$ cat config.mk
export PLATFORM = sky130hd
export DESIGN_NAME = flash_cmd_decoder
export DESIGN_NICKNAME = d
export VERILOG_FILES = /design/src/rtl/flash_cmd_pkg.sv /design/src/rtl/flash_lock_latch.sv /design/src/rtl/flash_seq_fsm.sv /design/src/rtl/flash_sector_guard.sv /design/src/rtl/flash_req_issue.sv /design/src/rtl/flash_id_port.sv /design/src/rtl/flash_cmd_decoder.sv
export SDC_FILE = /design/constraint.sdc
export NUM_CORES = 1
export LEC_CHECK = 0
export ABC_AREA = 0
export ABC_CLOCK_PERIOD_IN_PS = 4900
export BUFFER_PORTS_ARGS = -buffer_cell sky130_fd_sc_hd__clkbuf_2
export CAP_MARGIN = 30
export CORE_ASPECT_RATIO = 0.6
export CORE_MARGIN = 5
export CORE_UTILIZATION = 51
export CTS_CLUSTER_DIAMETER = 50
export DETAILED_ROUTE_END_ITERATION = 12
export PLACE_DENSITY = 0.9
export SYNTH_ARGS = -nofsm -noshare
export SYNTH_HDL_FRONTEND = slang
export SYNTH_HIERARCHICAL = 1
export SYNTH_SLANG_ARGS = --single-unit
$ cat constraint.sdc
create_clock -name clk -period 4.9 [get_ports clk]
set_clock_uncertainty 0.2 [all_clocks]
set_input_delay 0.245 -clock clk [delete_from_list [all_inputs] [get_ports clk]]
set_output_delay 0.245 -clock clk [all_outputs]
set_load 0.05 [all_outputs]
$ cat src/rtl/flash_cmd_pkg.sv
package flash_cmd_pkg;
   typedef enum logic [2:0] {
      SEQ_IDLE,
      SEQ_UNLK1,
      SEQ_UNLK2,
      SEQ_PROG,
      SEQ_ERS3,
      SEQ_ERS4,
      SEQ_ERS5
   } seq_state_e;

   localparam logic [7:0] CODE_UNLK1  = 8'hAA;
   localparam logic [7:0] CODE_UNLK2  = 8'h55;
   localparam logic [7:0] CODE_PROG   = 8'hA0;
   localparam logic [7:0] CODE_ERSPRE = 8'h80;
   localparam logic [7:0] CODE_ERSGO  = 8'h30;
   localparam logic [7:0] CODE_IDIN   = 8'h90;
   localparam logic [7:0] CODE_IDOUT  = 8'hF0;
   localparam logic [14:0] ADDR_KEY_A = 15'h5555;
   localparam logic [14:0] ADDR_KEY_B = 15'h2AAA;
endpackage

$ cat src/rtl/flash_lock_latch.sv
module flash_lock_latch (
   input  logic clk,
   input  logic rst_n,
   input  logic boot_lock_n,
   input  logic wr_prot_n,
   output logic boot_low,
   output logic wp_low,
   output logic taken
);
   logic taken_q;
   logic boot_q;
   logic wp_q;

   always_ff @(posedge clk or negedge rst_n) begin
      if (!rst_n) begin
         taken_q <= 1'b0;
         boot_q  <= 1'b0;
         wp_q    <= 1'b0;
      end else if (!taken_q) begin
         taken_q <= 1'b1;
         boot_q  <= !boot_lock_n;
         wp_q    <= !wr_prot_n;
      end
   end

   // Before the capture edge the live pins stand in for the latched value.
   assign boot_low = taken_q ? boot_q : !boot_lock_n;
   assign wp_low   = taken_q ? wp_q   : !wr_prot_n;
   assign taken    = taken_q;
endmodule

$ cat src/rtl/flash_seq_fsm.sv
module flash_seq_fsm
   import flash_cmd_pkg::*;
#(
   parameter int ADDR_W   = 19,
   parameter int DATA_W   = 8,
   parameter int CMP_BITS = 15
) (
   input  logic              clk,
   input  logic              rst_n,
   input  logic              wr_en,
   input  logic              busy,
   input  logic [ADDR_W-1:0] addr,
   input  logic [DATA_W-1:0] wdata,
   output logic              prog_hit,
   output logic              erase_hit,
   output logic              id_mode
);
   seq_state_e st_q, st_nxt;
   logic       id_q, id_nxt;
   logic       at_a, at_b, take;

   assign take = wr_en && !busy;
   assign at_a = addr[CMP_BITS-1:0] == CMP_BITS'(ADDR_KEY_A);
   assign at_b = addr[CMP_BITS-1:0] == CMP_BITS'(ADDR_KEY_B);

   function automatic logic is_code(input logic [DATA_W-1:0] d, input logic [7:0] c);
      return d == DATA_W'(c);
   endfunction

   always_comb begin
      st_nxt    = st_q;
      id_nxt    = id_q;
      prog_hit  = 1'b0;
      erase_hit = 1'b0;
      if (take) begin
         case (st_q)
            SEQ_IDLE: begin
               if (at_a && is_code(wdata, CODE_UNLK1)) st_nxt = SEQ_UNLK1;
               else if (is_code(wdata, CODE_IDOUT))    id_nxt = 1'b0;
            end
            SEQ_UNLK1:
               st_nxt = (at_b && is_code(wdata, CODE_UNLK2)) ? SEQ_UNLK2 : SEQ_IDLE;
            SEQ_UNLK2: begin
               st_nxt = SEQ_IDLE;
               if (at_a) begin
                  if (is_code(wdata, CODE_PROG))        st_nxt = SEQ_PROG;
                  else if (is_code(wdata, CODE_ERSPRE)) st_nxt = SEQ_ERS3;
                  else if (is_code(wdata, CODE_IDIN))   id_nxt = 1'b1;
                  else if (is_code(wdata, CODE_IDOUT))  id_nxt = 1'b0;
               end
            end
            SEQ_PROG: begin
               st_nxt   = SEQ_IDLE;
               prog_hit = 1'b1;
            end
            SEQ_ERS3:
               st_nxt = (at_a && is_code(wdata, CODE_UNLK1)) ? SEQ_ERS4 : SEQ_IDLE;
            SEQ_ERS4:
               st_nxt = (at_b && is_code(wdata, CODE_UNLK2)) ? SEQ_ERS5 : SEQ_IDLE;
            SEQ_ERS5: begin
               st_nxt    = SEQ_IDLE;
               erase_hit = is_code(wdata, CODE_ERSGO);
            end
            default: st_nxt = SEQ_IDLE;
         endcase
      end
   end

   always_ff @(posedge clk or negedge rst_n) begin
      if (!rst_n) begin
         st_q <= SEQ_IDLE;
         id_q <= 1'b0;
      end else begin
         st_q <= st_nxt;
         id_q <= id_nxt;
      end
   end

   assign id_mode = id_q;
endmodule

$ cat src/rtl/flash_sector_guard.sv
module flash_sector_guard #(
   parameter int ADDR_W    = 19,
   parameter int SECT_BITS = 3
) (
   input  logic [ADDR_W-1:0] addr,
   input  logic              boot_low,
   input  logic              wp_low,
   output logic              blocked
);
   localparam int NUM_SECT  = 1 << SECT_BITS;
   localparam int BOOT_SECT = NUM_SECT - 1;

   logic [NUM_SECT-1:0]  lock_vec;
   logic [SECT_BITS-1:0] sect;

   assign sect = addr[ADDR_W-1 -: SECT_BITS];

   for (genvar s = 0; s < NUM_SECT; s++) begin : g_sect
      if (s == BOOT_SECT) begin : g_boot
         assign lock_vec[s] = boot_low;
      end else begin : g_main
         assign lock_vec[s] = wp_low;
      end
   end

   assign blocked = lock_vec[sect];
endmodule

$ cat src/rtl/flash_req_issue.sv
module flash_req_issue #(
   parameter int ADDR_W      = 19,
   parameter int DATA_W      = 8,
   parameter int SECT_BITS   = 3,
   parameter bit ERASE_ALIGN = 1'b1
) (
   input  logic              clk,
   input  logic              rst_n,
   input  logic              prog_go,
   input  logic              erase_go,
   input  logic [ADDR_W-1:0] addr,
   input  logic [DATA_W-1:0] wdata,
   output logic              prog_req,
   output logic              erase_req,
   output logic [ADDR_W-1:0] req_addr,
   output logic [DATA_W-1:0] req_data
);
   localparam int OFS_W = ADDR_W - SECT_BITS;

   logic [ADDR_W-1:0] erase_addr;

   if (ERASE_ALIGN) begin : g_align
      assign erase_addr = {addr[ADDR_W-1 -: SECT_BITS], {OFS_W{1'b0}}};
   end else begin : g_raw
      assign erase_addr = addr;
   end

   always_ff @(posedge clk or negedge rst_n) begin
      if (!rst_n) begin
         prog_req  <= 1'b0;
         erase_req <= 1'b0;
         req_addr  <= '0;
         req_data  <= '0;
      end else begin
         prog_req  <= prog_go;
         erase_req <= erase_go;
         if (prog_go) begin
            req_addr <= addr;
            req_data <= wdata;
         end else if (erase_go) begin
            req_addr <= erase_addr;
            req_data <= '0;
         end
      end
   end
endmodule

$ cat src/rtl/flash_id_port.sv
module flash_id_port #(
   parameter int              ADDR_W  = 19,
   parameter int              DATA_W  = 8,
   parameter logic [ADDR_W-1:0] ID_ADDR = 19'h7FFF2
) (
   input  logic              rst_n,
   input  logic              id_mode,
   input  logic              rd_en,
   input  logic [ADDR_W-1:0] addr,
   input  logic              boot_low,
   input  logic              wp_low,
   output logic [DATA_W-1:0] rdata,
   output logic              rdata_oe
);
   assign rdata_oe = rst_n && id_mode && rd_en && (addr == ID_ADDR);

   always_comb begin
      rdata = '0;
      if (rdata_oe) begin
         rdata[2] = boot_low;
         rdata[3] = wp_low;
      end
   end
endmodule

$ cat src/rtl/flash_cmd_decoder.sv
module flash_cmd_decoder #(
   parameter int ADDR_W      = 19,
   parameter int DATA_W      = 8,
   parameter int SECT_BITS   = 3,
   parameter int CMP_BITS    = 15,
   parameter bit ERASE_ALIGN = 1'b1,
   parameter logic [ADDR_W-1:0] ID_ADDR = 19'h7FFF2
) (
   input  logic              clk,
   input  logic              rst_n,
   input  logic              wr_en,
   input  logic              rd_en,
   input  logic [ADDR_W-1:0] addr,
   input  logic [DATA_W-1:0] wdata,
   input  logic              boot_lock_n,
   input  logic              wr_prot_n,
   input  logic              busy,
   output logic              prog_req,
   output logic              erase_req,
   output logic [ADDR_W-1:0] req_addr,
   output logic [DATA_W-1:0] req_data,
   output logic [DATA_W-1:0] rdata,
   output logic              rdata_oe
);
   if (DATA_W < 8) begin : g_bad_data
      $error("DATA_W must hold an 8-bit command code");
   end
   if (CMP_BITS < 15 || CMP_BITS > ADDR_W - SECT_BITS) begin : g_bad_cmp
      $error("CMP_BITS must cover the unlock keys and sit below the sector bits");
   end
   if (SECT_BITS < 1) begin : g_bad_sect
      $error("SECT_BITS must be at least 1");
   end

   logic boot_low, wp_low, lock_taken;
   logic prog_hit, erase_hit, id_mode, blocked;

   flash_lock_latch u_lock (
      .clk(clk), .rst_n(rst_n),
      .boot_lock_n(boot_lock_n), .wr_prot_n(wr_prot_n),
      .boot_low(boot_low), .wp_low(wp_low), .taken(lock_taken)
   );

   flash_seq_fsm #(.ADDR_W(ADDR_W), .DATA_W(DATA_W), .CMP_BITS(CMP_BITS)) u_fsm (
      .clk(clk), .rst_n(rst_n), .wr_en(wr_en), .busy(busy),
      .addr(addr), .wdata(wdata),
      .prog_hit(prog_hit), .erase_hit(erase_hit), .id_mode(id_mode)
   );

   flash_sector_guard #(.ADDR_W(ADDR_W), .SECT_BITS(SECT_BITS)) u_guard (
      .addr(addr), .boot_low(boot_low), .wp_low(wp_low), .blocked(blocked)
   );

   flash_req_issue #(.ADDR_W(ADDR_W), .DATA_W(DATA_W), .SECT_BITS(SECT_BITS),
                     .ERASE_ALIGN(ERASE_ALIGN)) u_issue (
      .clk(clk), .rst_n(rst_n),
      .prog_go(prog_hit && !blocked), .erase_go(erase_hit && !blocked),
      .addr(addr), .wdata(wdata),
      .prog_req(prog_req), .erase_req(erase_req),
      .req_addr(req_addr), .req_data(req_data)
   );

   flash_id_port #(.ADDR_W(ADDR_W), .DATA_W(DATA_W), .ID_ADDR(ID_ADDR)) u_id (
      .rst_n(rst_n), .id_mode(id_mode), .rd_en(rd_en), .addr(addr),
      .boot_low(boot_low), .wp_low(wp_low),
      .rdata(rdata), .rdata_oe(rdata_oe)
   );
endmodule

==> results.yml <==
outcome:
  status: "complete, no violations"
clock_tree:
  cts-root-buf: "sky130_fd_sc_hd__clkbuf_8"
  cts_num_sinks: 36
  cts_buffers: 5
  tritoncts_clock_tree: "done"
  clk_pin_slew_worst_paths_ps: 70
  htree_levels: 2
  cts_max_path_buffers: 2
  ctsResizeCount: 0
  clkLatencyLatePin_ps: 290
layout:
  layout-area-overhead-vs-synth_pct: 25.6
  antenna_cells_inserted: 0
  finish.cell_count_without_fillers: 257
  fin_nets: 246
  drive_above_1_share_pct: 41.5
  layout.filler_cells: 289
hold_path:
  timing.hold.worst.class: "in -> reg"
pwr:
  sequential_cell_fraction_of_total_power_pct: 54.1
  switchingPower_mw: 0.140
  power.switching_fraction_pct: 25.3
  power.clock.fraction_pct: 35.7
  power_leakage_nw: 1.12
  powerDensity_nw_per_um2: 252
  pwr-share-comb_pct: 10.2
  vdd.ir_drop.worst_mv: 0.141
  p_int_mw: 0.414
die:
  placement_rows: 16
  floorplan.die_area_sq_um: 4750
  die-width_um: 85.7
  start_util_pct: 53.4
  die_h_um: 55.4
  core_area_sq_um: 3280
  floorplan.io_pins: 72
timing:
  post-route-min-period_ps: 2880
  final_hold_viol_count: 0
  achievable-frequency_ghz: 0.348
  finalSetupViolations: 0
  timing.max_slew.rel_slack_pct: 40.9
  final_min_period_over_clock_period_pct: 58.7
  worst_tran_pin_value_ps: 887
  hold-worst-slack_ps: 10.1
  max_slew_violation_count: 0
  timing.setup.tns_ps: 0
  setup_repair_after_global_routing_missed_its_margin: "false"
grt:
  gr-total-overflow: 0
  grt.met1_usage_pct: 31.1
  grt_busiest_layer: "met1"
  groute.usage.overall_pct: 21.1
  first_global_vias: 1491
  first_pass_grt_wire_length_mm: 7.69
  met3_usage_pct: 7.13
  grt.met2_usage_pct: 28.2
  grt_max_degree: 38
  antenna_violations_before_repair: 0
worst_setup_path:
  r2r.worst_path.cells: 6
  timing.critical_path.to: "rdata[3]"
  timing.critical_path.fanout_max: 37
  timing.rr.end: "u_issue/req_addr[17]"
  setup.reg_to_reg.worst_slack_ps: 2590
  cp-start-kind: "input pin"
  source_of_the_critical_timing_path: "rst_n"
  critical_path.endpoint_type: "output port"
  critical_path_arrival_ps: 2430
  critPathRequiredTime_ps: 4450
  worstSetupPathType: "in -> out"
  reg2reg_from: "u_fsm/st_q[0]"
placed_design:
  buffer_ports.inserted: 65
  gp_routability_congestion: 0.878
  placed_cells_incl_taps: 247
  place_hpwl_mm: 3.44
logic_synthesis:
  yosysSeqAreaShare_pct: 51.4
  post_synth_xor_xnor_area_pct: 0
  yosysWarnings: 6
  postSynthCellCount: 142
  synth_area_sq_um: 1750
  synth_top_cells_by_count: "sky130_fd_sc_hd__dfrtp_1 (36), sky130_fd_sc_hd__a22o_1 (26), sky130_fd_sc_hd__buf_4 (6), sky130_fd_sc_hd__nand4_1 (6), sky130_fd_sc_hd__nor2_1 (6)"
  yosysMostFrequentCell: "sky130_fd_sc_hd__dfrtp_1"
  yosys-top-cells-area: "sky130_fd_sc_hd__dfrtp_1 (51%), sky130_fd_sc_hd__a22o_1 (13%), sky130_fd_sc_hd__and4bb_2 (2.9%), sky130_fd_sc_hd__buf_4 (2.6%), sky130_fd_sc_hd__nand4_1 (2.1%)"
  ys_seq_elements: 36
  synth_top_area_cell: "sky130_fd_sc_hd__dfrtp_1"
  synthesis.area_per_instance_sq_um: 12.4
  synth_top_family_by_area: "simple AND/OR/NAND/NOR gates"
  synth.area.mux_share_pct: 2.78
  adder_cell_share_of_the_synthesized_area_pct: 0
  synth_cell_type_count: 39
  async_flop_share_pct: 100
  post-synth-top-area-fraction_pct: 51.4
  synth-simple-area-share_pct: 23.2
  synth_edf_count: 0
  synth_ff_type: "sky130_fd_sc_hd__dfrtp_1"
  synth-compound-area-share_pct: 17.2
route:
  via_per_inst: 5.83
  detail-route-antenna-nets: 0
  post-route-drc-count: 0
  totalWireLength_mm: 4.65
  wire_per_inst_um: 18.1
  vias: 1498
  drt_iter0_drc: 93
  detailedRoute.firstPassIterationCount: 6
run:
  drv.max_cap_violation_count: 0
-- layout by cell type (no fill, tap or decap), drive strengths merged, types with 4 or more instances in the layout --
| master | Yosys | routed |
|---|---|---|
| and4bb | 5 | 5 |
| nand3 | 4 | 4 |
| mux2 | 4 | 4 |
| nor2 | 7 | 7 |
| a22o | 26 | 26 |
| nand2 | 4 | 4 |
| nor3 | 4 | 4 |
| dfrtp | 36 | 36 |
| conb | 2 | 7 |
| nand4 | 7 | 7 |
| clkbuf | 0 | 71 |
-- timing repair --
item	in CTS	in global routing
hold endpoints to repair	38	0
hold buffers	3	0
buffers inserted	0	0
-- worst max-delay path, cell delays in order --
cell	delay, ps
sky130_fd_sc_hd__dlygate4sd3_1	520
sky130_fd_sc_hd__clkbuf_2	680
sky130_fd_sc_hd__nand4b_1	200
sky130_fd_sc_hd__nor3_2	270
sky130_fd_sc_hd__and4_1	220
sky130_fd_sc_hd__clkbuf_2	270
-- flip-flops by register name, summed over array words and instances, names as in the netlist --
| register | cells |
|---|---|
| u_fsm/id_mode | 1 |
| u_fsm/st_q | 3 |
| u_issue/erase_req | 1 |
| u_issue/prog_req | 1 |
| u_issue/req_addr | 19 |
| u_issue/req_data | 8 |
| u_lock/boot_q | 1 |
| u_lock/taken | 1 |
| u_lock/wp_q | 1 |
-- worst min-delay path by stage --
stage / start / to / slack (ps) / cells past startpoint
final: addr[17] / u_issue/req_addr[17] / 10 / 2
after global routing: addr[15] / u_issue/req_addr[15] / 20 / 2
after CTS: addr[17] / u_issue/req_addr[17] / 2 / 2
after detailed placement: rst_n / u_issue/erase_req / 210 / 1
after global placement: rst_n / u_issue/req_data[7] / 200 / 1
after floorplan: rst_n / u_fsm/id_mode / -250 / 0
-- metrics by stage --
stage / setup WS (ps) / util, % / power (mW) / area, sq um
floorplan: 2760 / - / 0.331 / 1770
global placement: 2260 / 63.0 / 0.358 / 2070
detailed placement: 2440 / 63.8 / 0.359 / 2100
CTS: 1980 / 67.1 / 0.557 / 2200
global route: 1730 / 67.1 / 0.573 / 2200
finish: 2020 / 67.1 / 0.554 / 2200
-- layer usage --
layer	part of all wire, %	routed length [um]
met5	0	0
met4	1.4	67
met3	12	548
met1	47	2170
met2	40	1860
-- kinds of logic (layout without fill, tap and decap cells) --
family | after synthesis | after routing
muxes | 4 | 4
AOI/OAI and AO/OA | 35 | 35
DFF | 36 | 36
other | 2 | 7
and+or+nand+nor | 54 | 54
buffers and inverters | 11 | 76
-- layout make-up --
class | instances | area, sq um | area share (%)
Multi-Input combinational cell | 100 | 786 | 35.7
Timing Repair Buffer | 69 | 383 | 17.4
Tap cell | 45 | 56.3 | 2.56
Sequential cell | 36 | 901 | 40.9
Clock buffer | 6 | 72.6 | 3.29
Clock inverter | 1 | 5.00 | 0.227
-- power by group through the flow --
stage	clock network, mW	registers [mW]	logic (mW)
floorplan	0	0.305	0.0260
global placement	0	0.305	0.0530
detailed placement	0	0.305	0.0540
CTS	0.202	0.300	0.0560
global route	0.211	0.300	0.0625
finish	0.198	0.300	0.0565
Power figures use the tool's default switching activity.
